[src/rtl/uart_rx_status_pkg.sv]
package uart_rx_status_pkg;
  localparam int unsigned FLAG_N   = 4;
  localparam int unsigned FLAG_FE  = 0;
  localparam int unsigned FLAG_NE  = 1;
  localparam int unsigned FLAG_PE  = 2;
  localparam int unsigned FLAG_ORE = 3;

  typedef logic [FLAG_N-1:0] flag_vec_t;
endpackage

[src/rtl/rx_data_reg.sv]
module rx_data_reg #(
  parameter int unsigned DATA_W = 9
) (
  input  logic              clk,
  input  logic              rst_n,
  input  logic              char_stb,
  input  logic [DATA_W-1:0] char_data,
  input  logic              char_err,
  input  logic              rd_stb,
  input  logic              cfg_ovr_off,
  input  logic              cfg_err_dma_mask,
  output logic [DATA_W-1:0] rx_data,
  output logic              rx_valid,
  output logic              accept,
  output logic              overrun
);
  logic [DATA_W-1:0] data_q;
  logic              valid_q, valid_d;

  // A read in the same cycle frees the register before the new character.
  assign overrun = char_stb & valid_q & ~rd_stb & ~cfg_ovr_off;
  assign accept  = char_stb & ~overrun;

  always_comb begin
    valid_d = valid_q;
    if (accept)      valid_d = ~char_err | cfg_err_dma_mask;
    else if (rd_stb) valid_d = 1'b0;
  end

  always_ff @(posedge clk or negedge rst_n) begin
    if (!rst_n) begin
      data_q  <= '0;
      valid_q <= 1'b0;
    end else begin
      valid_q <= valid_d;
      if (accept) data_q <= char_data;
    end
  end

  assign rx_data  = data_q;
  assign rx_valid = valid_q;

  // a dropped character leaves the register untouched
  a_r4_keep_old: assert property (@(posedge clk) disable iff (!rst_n)
    (char_stb && rx_valid && !rd_stb && !cfg_ovr_off) |=> $stable(rx_data));
  // with overrun off every character lands in the register
  a_r5_overwrite: assert property (@(posedge clk) disable iff (!rst_n)
    (char_stb && cfg_ovr_off) |=> (rx_data == $past(char_data)));
  // a lone read drops the valid flag
  a_r3_read_clears: assert property (@(posedge clk) disable iff (!rst_n)
    (rd_stb && !char_stb) |=> !rx_valid);
endmodule

[src/rtl/rx_err_flags.sv]
module rx_err_flags
  import uart_rx_status_pkg::*;
(
  input  logic      clk,
  input  logic      rst_n,
  input  flag_vec_t set_vec,
  input  flag_vec_t clr_vec,
  output flag_vec_t flags
);
  flag_vec_t flags_q;

  for (genvar g = 0; g < FLAG_N; g++) begin : g_flag
    logic bit_d;
    always_comb bit_d = set_vec[g] | (flags_q[g] & ~clr_vec[g]);

    always_ff @(posedge clk or negedge rst_n) begin
      if (!rst_n) flags_q[g] <= 1'b0;
      else        flags_q[g] <= bit_d;
    end

    // a set in the same cycle as a clear wins
    a_r9_set_wins: assert property (@(posedge clk) disable iff (!rst_n)
      set_vec[g] |=> flags_q[g]);
    // without a set, a clear empties the flag
    a_r9_clear: assert property (@(posedge clk) disable iff (!rst_n)
      (clr_vec[g] && !set_vec[g]) |=> !flags_q[g]);
  end

  assign flags = flags_q;
endmodule

[src/rtl/rx_req_irq.sv]
module rx_req_irq
  import uart_rx_status_pkg::*;
(
  input  logic      clk,
  input  logic      rst_n,
  input  flag_vec_t flags,
  input  logic      rx_valid,
  input  logic      cfg_dma_en,
  input  logic      cfg_err_dma_mask,
  input  logic      cfg_err_ie,
  output logic      dma_req,
  output logic      err_irq
);
  logic rx_err_any;

  always_comb begin
    rx_err_any = flags[FLAG_FE] | flags[FLAG_NE] | flags[FLAG_PE];
    dma_req    = cfg_dma_en & rx_valid & ~(cfg_err_dma_mask & rx_err_any);
    err_irq    = cfg_err_ie & (flags[FLAG_FE] | flags[FLAG_ORE] | flags[FLAG_NE]);
  end

  // a request always points at valid data
  a_r10_req_valid: assert property (@(posedge clk) disable iff (!rst_n)
    dma_req |-> rx_valid);
  // a parity flag alone never interrupts
  a_r11_pe_silent: assert property (@(posedge clk) disable iff (!rst_n)
    (flags == flag_vec_t'(1 << FLAG_PE)) |-> !err_irq);
endmodule

[src/rtl/uart_rx_status.sv]
module uart_rx_status
  import uart_rx_status_pkg::*;
#(
  parameter int unsigned DATA_W = 9
) (
  input  logic              clk,
  input  logic              rst_n,
  input  logic              char_stb,
  input  logic [DATA_W-1:0] char_data,
  input  logic              char_fe,
  input  logic              char_ne,
  input  logic              char_pe,
  input  logic              rd_stb,
  input  logic              clr_fe,
  input  logic              clr_ne,
  input  logic              clr_pe,
  input  logic              clr_ore,
  input  logic              cfg_ovr_off,
  input  logic              cfg_err_dma_mask,
  input  logic              cfg_dma_en,
  input  logic              cfg_err_ie,
  input  logic              cfg_one_sample,
  output logic [DATA_W-1:0] rx_data,
  output logic              rx_valid,
  output logic              flag_fe,
  output logic              flag_ne,
  output logic              flag_pe,
  output logic              flag_ore,
  output logic              dma_req,
  output logic              err_irq
);
  logic      ne_eff, char_err, accept, overrun;
  flag_vec_t set_vec, clr_vec, flags;

  assign ne_eff   = char_ne & ~cfg_one_sample;
  assign char_err = char_fe | char_pe | ne_eff;

  rx_data_reg #(.DATA_W(DATA_W)) u_data (
    .clk, .rst_n, .char_stb, .char_data, .char_err, .rd_stb,
    .cfg_ovr_off, .cfg_err_dma_mask,
    .rx_data, .rx_valid, .accept, .overrun
  );

  always_comb begin
    set_vec           = '0;
    set_vec[FLAG_FE]  = accept & char_fe;
    set_vec[FLAG_NE]  = accept & ne_eff;
    set_vec[FLAG_PE]  = accept & char_pe;
    set_vec[FLAG_ORE] = overrun;
    clr_vec           = '0;
    clr_vec[FLAG_FE]  = clr_fe;
    clr_vec[FLAG_NE]  = clr_ne;
    clr_vec[FLAG_PE]  = clr_pe;
    clr_vec[FLAG_ORE] = clr_ore;
  end

  rx_err_flags u_flags (.clk, .rst_n, .set_vec, .clr_vec, .flags);

  rx_req_irq u_req (
    .clk, .rst_n, .flags, .rx_valid, .cfg_dma_en, .cfg_err_dma_mask,
    .cfg_err_ie, .dma_req, .err_irq
  );

  assign flag_fe  = flags[FLAG_FE];
  assign flag_ne  = flags[FLAG_NE];
  assign flag_pe  = flags[FLAG_PE];
  assign flag_ore = flags[FLAG_ORE];

  // noise never reported in single-sample mode
  a_r8_no_noise: assert property (@(posedge clk) disable iff (!rst_n)
    $rose(flag_ne) |-> !$past(cfg_one_sample));
  // overrun flag only rises with detection on
  a_r5_no_ore: assert property (@(posedge clk) disable iff (!rst_n)
    $rose(flag_ore) |-> $past(!cfg_ovr_off && char_stb));
endmodule

[config.mk]
export PLATFORM = sky130hd
export DESIGN_NAME = uart_rx_status
export DESIGN_NICKNAME = d
export VERILOG_FILES = /design/src/rtl/uart_rx_status_pkg.sv /design/src/rtl/rx_data_reg.sv /design/src/rtl/rx_err_flags.sv /design/src/rtl/rx_req_irq.sv /design/src/rtl/uart_rx_status.sv
export SDC_FILE = /design/constraint.sdc
export NUM_CORES = 1
export LEC_CHECK = 0
export BUFFER_PORTS_ARGS = -buffer_cell sky130_fd_sc_hd__buf_2
export CORE_UTILIZATION = 30
export DETAILED_ROUTE_END_ITERATION = 12
export PLACE_DENSITY = 0.64
export SLEW_MARGIN = 20
export SYNTH_ARGS = -nofsm -noshare
export SYNTH_HDL_FRONTEND = slang
export SYNTH_SLANG_ARGS = --single-unit
[constraint.sdc]
create_clock -name clk -period 4 [get_ports clk]
set_clock_uncertainty 0.2 [all_clocks]
set_input_delay 0.4 -clock clk [delete_from_list [all_inputs] [get_ports clk]]
set_output_delay 0.4 -clock clk [all_outputs]
set_load 0.02 [all_outputs]
==> results of run 1 <==
## Yosys cell counts (all sizes together)
master / number
nand2b: 2
o21ai: 1
buf: 1
a31oi: 1
o21bai: 1
o32ai: 1
a21oi: 1
o31a: 1
mux2: 9
o31ai: 1
dfrtp: 14
o22ai: 3
and3: 1
inv: 7
## cell families after synthesis
group | after synthesis | synth area share
AOI/OAI and AO/OA | 10 | 0.125
buffers and inverters | 8 | 0.0734
DFF | 14 | 0.556
and+or+nand+nor | 3 | 0.0437
muxes | 9 | 0.202
## routing by layer
metal,track usage,vias to the layer above,part of all wire
li1,-,242,-
met1,0.127,230,0.40
met2,0.200,24,0.52
met3,0.0491,0,0.082
met4,0.0667,0,0
met5,0,-,0
## layout make-up
class	count	area, µm²	share of cell area
clock buffer	4	36.3	0.0407
inverter	7	26.3	0.0295
multi-input combinational	22	234	0.263
sequential	14	350	0.393
tap	27	33.8	0.0379
timing repair buffer	41	210	0.236
## where the power goes
part | total, mW | internal, mW | switching [mW]
combinational | 0.0900 | 0.0425 | 0.0475
clock | 0.0990 | 0.0553 | 0.0437
sequential | 0.167 | 0.157 | 0.0102
total | 0.356 | 0.255 | 0.101
## timing repair
item | 4_1_cts | 5_1_grt
setup endpoints to repair | 0 | 0
setup buffers | 0 | 0
endpoints found under the hold margin | 14 | 0
hold buffers | 1 | 0
## critical path: stages (launching register included)
cell and delay [ns]:
dfrtp_1 0.41, o31ai_1 0.25, and3_2 0.19, buf_2 0.15
## per-stage QoR
step | power, mW | cell area [µm²] | util
after floorplan | 0.225 | 631 | -
after global placement | 0.258 | 845 | 0.430
after detailed placement | 0.260 | 845 | 0.430
after CTS | 0.361 | 891 | 0.454
after global routing | 0.375 | 891 | 0.454
final | 0.356 | 891 | 0.454
## path summary, 6_finish.rpt
check,from,end,slack (ns),depth (start not counted)
max reg2reg,u_data.rx_valid$_DFFE_PN0P_,u_data.rx_data[0]$_DFFE_PN0P_,2.39,3
max in group asynchronous,rst_n,u_flags.flags[2]$_DFF_PN0_,3.03,2
min reg2reg,u_data.rx_data[0]$_DFFE_PN0P_,u_data.rx_data[0]$_DFFE_PN0P_,0.31,1
max,u_flags.flags[1]$_DFF_PN0_,dma_req,2.13,3
min,clr_ne,u_flags.flags[1]$_DFF_PN0_,0.11,2
min in group asynchronous,rst_n,u_data.rx_data[0]$_DFFE_PN0P_,0.34,2
==> results_dict.tcl, run 1 <==
set metrics [dict create \
    synthTopCellsByArea "dfrtp_1, mux2_4, inv_1" \
    critPathMaxFanout 4 \
    hold_violations 0 \
    antenna_found_initial 0 \
    htree_levels 1 \
    vias 496 \
    synth-seq-cells 14 \
    numPortBuffers 40 \
    yosys_warnings 0 \
    period_share 0.468 \
    core_um2 1960 \
    largest_reg_flops 9 \
    fin_cells 115 \
    antenna_cells 0 \
    ios 41 \
    arrival_ns 1.27 \
    tns_ns 0 \
    cts_resized 0 \
    die_x_um 47.8 \
    nets 114 \
    grt_pass1_vias 426 \
    drc 0 \
    rsz0062_at_grt "false" \
    dieHeight_um 47.8 \
    synth_nets 69 \
    grt.total_usage 0.119 \
    drt_iter0_drc 4 \
    clock-sinks 14 \
    fin_crit_ns 1.87 \
    max_cap_viol_count 0 \
    ir_drop_mv 0.143 \
    slew_violations 0 \
    dp_cells 110 \
    seq_area_frac_synth 0.556 \
    grt_max_degree 15 \
    cts_tree "done" \
    postRouteAntennaNets 0 \
    insertion_delay_ns 0.27 \
    start_util 0.321 \
    row_count 16 \
    setup_slack_ns 2.13 \
    gp_congestion 0.674 \
    hold_class "in2reg" \
    max_freq_mhz 534 \
    firstDrtPassIters 4 \
    viasPerCell 4.31 \
    synth_largest_area_cell "dfrtp_1" \
    overflow 0 \
    final_cell_mix "buf_2, dfrtp_1, inv_1, mux2_4" \
    routedWlPerCell_um 12.1 \
    status "finished clean" \
    p_per_area_nw_per_um2 400 \
    path_class "reg2out" \
    startpoint_type "flop" \
    yosysTopAreaCellShare 0.556 \
    synthToLayoutAreaGrowth_pct 41.3 \
    hold-worst-slack_ns 0.106 \
    synth_cells 44 \
    die_area_um2 2290 \
    ctsLongestPathBuffers 2 \
    final_common_cell "buf_2" \
    pre_cts_ws_ns 2.23 \
    leakagePower_nw 0.485 \
    clockRootBuffer "clkbuf_4" \
    cp-end-kind "primary output" \
    wirelength_mm 1.39 \
    path_clk_slew_ns 0.08 \
    grt_pass1_wl_mm 1.76 \
    fillers 199 \
    syn_avg_cell_area_um2 14.3 \
    relSlewSlack 0.676 \
    yosysUniqueCellTypes 16 \
    crit_required_ns 3.40 \
    synth_area_um2 631 \
    layout-drive-gt1-share 0.636 \
    worstMarginPinSlew_ns 0.484 \
    final-setup-viol-count 0 \
    cts_buffers 3 \
]
Power figures use the tool's default switching activity.
==> run 2: changes to the inputs <==
Settings changed: PLACE_DENSITY 0.64 to 0.67.
Clock period 4 ns to 1.6 ns, I/O delays scaled along.
==> run 2 against run 1 <==
The run now ends with hold timing left. Largest cell class is now non-clock buffers. Utilization up 12 points. Highest routed layer is now met4. Non-clock buffer count up 22. Hold slack worse by 0.11 ns. Via count up 16%.
==> results_dict.tcl, run 2 (synthesis gave the netlist of run 1 again) <==
set metrics [dict create \
    htree_levels 1 \
    cp-end-kind "primary output" \
    synthToLayoutAreaGrowth_pct 79.6 \
    die_x_um 47.8 \
    firstDrtPassIters 3 \
    dp_cells 111 \
    clock-sinks 14 \
    status "finished, violations left" \
    dpl.hpwl_um 945 \
    fin_cells 137 \
    rr_startpoint "u_data.rx_valid$_DFFE_PN0P_" \
    top_layer_used "met4" \
    pre_cts_ws_ns 0.160 \
    dieHeight_um 47.8 \
    ctsLongestPathBuffers 2 \
    ios 41 \
    grt_max_degree 15 \
    critPathMaxFanout 2 \
    routedWlPerCell_um 11.3 \
    postRouteAntennaNets 0 \
    wl_met1_um 674 \
    hold-worst-slack_ns -0.00882 \
    ir_drop_mv 0.338 \
    rsz0062_at_grt "true" \
    layout-drive-gt1-share 0.545 \
    insertion_delay_ns 0.27 \
    clockRootBuffer "clkbuf_4" \
    gp_congestion 0.648 \
    numPortBuffers 40 \
    path_class "reg2out" \
    cts_buffers 3 \
    slew_violations 0 \
    drc 0 \
    dpl_cell_area_um2 865 \
    fin_area_um2 1130 \
    wl_met2_um 727 \
    final_cell_mix "buf_2, dlygate4sd3_1, dfrtp_1" \
    startpoint_type "flop" \
    r2r_cells 3 \
    start_util 0.321 \
    largest_reg_flops 9 \
    vias 573 \
    viasPerCell 4.18 \
    final-setup-viol-count 0 \
    antenna_found_initial 0 \
    path_clk_slew_ns 0.08 \
    relSlewSlack 0.800 \
    violations "hold timing" \
    hold_class "in2reg" \
    drt_iter0_drc 7 \
    die_area_um2 2290 \
    final_common_cell "buf_2" \
    hold_start "cfg_one_sample" \
    fin_total_pwr_mw 0.942 \
    wirelength_mm 1.54 \
    leakagePower_nw 0.590 \
    grt_pass1_wl_mm 1.95 \
    crit_required_ns 1.24 \
    max_cap_viol_count 0 \
    hold_depth 3 \
    wl_met3_um 134 \
    setup_slack_ns 0.0156 \
    overflow 0 \
    core_um2 1960 \
    cts_tree "done" \
    r2r_setup_slack_ns 0.06 \
    period_share 0.990 \
    p_per_area_nw_per_um2 832 \
    fin_crit_ns 1.58 \
    fillers 162 \
    antenna_cells 0 \
    grt.total_usage 0.129 \
    nets 136 \
    hold_violations 1 \
    max_freq_mhz 631 \
    tns_ns 0 \
    finalCoreUtilization 0.577 \
    worstMarginPinSlew_ns 0.300 \
    grt_pass1_vias 505 \
    hold-path-endpoint "u_flags.flags[1]$_DFF_PN0_" \
    row_count 16 \
    reg2reg_to "u_flags.flags[3]$_DFF_PN0_" \
    arrival_ns 1.22 \
]
==> run 2: power breakdown <==
group	internal (mW)	switching, mW
combinational	0.153	0.129
sequential	0.393	0.0251
clock	0.138	0.104
total	0.684	0.258
==> run 2: worst max-delay path: stages, from the launching register on <==
cell and delay [ns]:
dfrtp_1 0.39, o31ai_1 0.23, and3_2 0.20, buf_4 0.13
==> run 2: metal layers <==
layer	GRT usage	up-vias
met1	0.138	257
met3	0.0340	2
met2	0.222	28
li1	-	286
met4	0.0833	0
met5	0	-
==> run 2: timing repair <==
item,in CTS,in global routing
pin swaps,0,1
hold endpoints to repair,28,0
setup endpoints to repair,1,4
resized for setup,1,3
buffers inserted,2,0
hold buffers,21,0
==> run 2: worst max path at each step <==
stage	to	start	slack [ns]
floorplan	u_data.rx_data[1]$_DFFE_PN0P_	u_data.rx_valid$_DFFE_PN0P_	0.09
global placement	u_data.rx_data[0]$_DFFE_PN0P_	u_data.rx_valid$_DFFE_PN0P_	0.20
detailed placement	u_data.rx_data[0]$_DFFE_PN0P_	u_data.rx_valid$_DFFE_PN0P_	0.16
CTS	err_irq	u_flags.flags[1]$_DFF_PN0_	-0.0001
global route	dma_req	u_flags.flags[1]$_DFF_PN0_	-0.06
finish	dma_req	u_flags.flags[1]$_DFF_PN0_	0.02
==> run 2: area by class of cell <==
cell class | instances | area (µm²) | area share
Timing Repair Buffer | 63 | 444 | 0.392
Clock buffer | 4 | 36.3 | 0.0320
Tap cell | 27 | 33.8 | 0.0298
Inverter | 7 | 26.3 | 0.0232
Sequential cell | 14 | 350 | 0.309
Multi-Input combinational cell | 22 | 241 | 0.213
==> run 3: changes to the inputs <==
Settings changed: CORE_ASPECT_RATIO set to 1.25, TNS_END_PERCENT set to 5.
==> run 3 against run 2 <==
The run now ends clean. Sequential power hardly changed. Combinational power up 3%. Via count increased by 3.5%. Clock power hardly changed. Critical endpoint unchanged.
==> results_dict.tcl, run 3 (synthesis gave the netlist of run 1 again) <==
set metrics [dict create \
    p_per_area_nw_per_um2 835 \
    synthToLayoutAreaGrowth_pct 80.6 \
    largest_reg_flops 9 \
    grt_max_degree 15 \
    clockRootBuffer "clkbuf_4" \
    routedWlPerCell_um 12.9 \
    fin_crit_ns 1.59 \
    pre_cts_ws_ns 0.173 \
    hold_start "char_stb" \
    leakagePower_nw 0.590 \
    die_x_um 43.0 \
    critPathMaxFanout 2 \
    cts_buffers 3 \
    cts_tree "done" \
    crit_required_ns 1.24 \
    final-setup-viol-count 0 \
    path_class "reg2out" \
    cp-end-kind "primary output" \
    status "finished clean" \
    wirelength_mm 1.69 \
    crit_chain "o31ai_2 > and3_4 > buf_6" \
    path_clk_slew_ns 0.08 \
    hold_class "in2reg" \
    clock-sinks 14 \
    nets 137 \
    r2r_cells 3 \
    ir_drop_mv 0.463 \
    worstMarginPinSlew_ns 0.318 \
    grt.total_usage 0.161 \
    postRouteAntennaNets 0 \
    firstDrtPassIters 2 \
    period_share 0.991 \
    layout-drive-gt1-share 0.541 \
    startpoint_type "flop" \
    ctsLongestPathBuffers 2 \
    max_cap_viol_count 0 \
    rr_startpoint "u_data.rx_valid$_DFFE_PN0P_" \
    hold-path-endpoint "u_data.rx_valid$_DFFE_PN0P_" \
    slowest_stage "dfrtp_1" \
    setup_slack_ns 0.0144 \
    numPortBuffers 40 \
    hold_depth 3 \
    hold_violations 0 \
    arrival_ns 1.23 \
    ios 41 \
    vias 593 \
    reg2reg_to "u_flags.flags[3]$_DFF_PN0_" \
    row_count 18 \
    gp_congestion 0.729 \
    antenna_cells 0 \
    dpl.hpwl_mm 1.05 \
    viasPerCell 4.53 \
    overflow 0 \
    start_util 0.318 \
    grt_pass1_wl_mm 2.60 \
    drc 0 \
    tns_ns 0 \
    core_um2 1980 \
    grt_pass1_vias 656 \
    slew_violations 0 \
    final_common_cell "buf_2" \
    antenna_found_initial 0 \
    final_cell_mix "buf_2, dlygate4sd3_1, dfrtp_1" \
    rsz0062_at_grt "true" \
    r2r_setup_slack_ns 0.06 \
    htree_levels 1 \
    insertion_delay_ns 0.27 \
    die_area_um2 2290 \
    max_freq_mhz 631 \
    relSlewSlack 0.788 \
    drt_iter0_drc 1 \
    critPathMaxStageDelay_ns 0.39 \
    dieHeight_um 53.3 \
]
[run 3: cell types whose count changed in the layout (fill, tap and decap cells not counted), sizes merged]
cell / delta
dlygate4sd3: +1
[run 3: repair_timing]
action / 4_1_cts / 5_1_grt
hold buffers: 21 / 0
setup buffers: 2 / 0
gates resized for setup: 4 / 2
endpoints found under the setup margin: 1 / 2
endpoints found under the hold margin: 28 / 0
pin swaps: 1 / 1
[run 3: power breakdown]
part	internal [mW]	total (mW)	switching [mW]
clock	0.138	0.242	0.104
sequential	0.393	0.419	0.0259
combinational	0.157	0.290	0.133
total	0.688	0.950	0.262
[run 3: worst max-delay path by stage]
stage / from / endpoint / slack (ns) / depth (start not counted)
2_1_floorplan: u_data.rx_valid$_DFFE_PN0P_ / u_data.rx_data[1]$_DFFE_PN0P_ / 0.09 / 4
5_1_grt: u_flags.flags[0]$_DFF_PN0_ / dma_req / -0.04 / 3
3_3_place_gp: u_data.rx_valid$_DFFE_PN0P_ / u_data.rx_data[7]$_DFFE_PN0P_ / 0.20 / 4
3_5_place_dp: u_data.rx_valid$_DFFE_PN0P_ / u_data.rx_data[0]$_DFFE_PN0P_ / 0.17 / 4
6_report: u_flags.flags[0]$_DFF_PN0_ / dma_req / 0.01 / 3
4_1_cts: u_flags.flags[0]$_DFF_PN0_ / err_irq / 0.003 / 3
[run 3: area by class of cell]
class | count | area (µm²)
sequential | 14 | 350
fill | 166 | 843
multi-input combinational | 22 | 243
clock buffer | 4 | 36.3
timing repair buffer | 64 | 458
tap | 20 | 25.0
inverter | 7 | 26.3
[run 3: layer usage]
layer	global-route usage	wire length [µm]
met1	0.147	587
met2	0.321	956
met3	0.0341	114
met4	0.0909	27
met5	0	0
[run 3: critical path: cells and delay by family, from the launching register on]
kind	cells	cell delay, ns
AO/OA/AOI/OAI	1	0.24
buffers and inverters	1	0.11
AND/OR/NAND/NOR	1	0.21
flip-flops	1	0.39
[run 3: metrics by stage]
| stage | total power, mW | hold WS [ns] | utilization | area (µm²) | instances |
|---|---|---|---|---|---|
| floorplan | 0.562 | -0.336 | - | 631 | 44 |
| global placement | 0.652 | -0.134 | 0.432 | 856 | 104 |
| detailed placement | 0.658 | -0.129 | 0.432 | 856 | 104 |
| CTS | 0.959 | 0.0430 | 0.571 | 1130 | 131 |
| global route | 1.01 | 0.0695 | 0.574 | 1140 | 131 |
| finish | 0.950 | 0.0655 | 0.574 | 1140 | 131 |
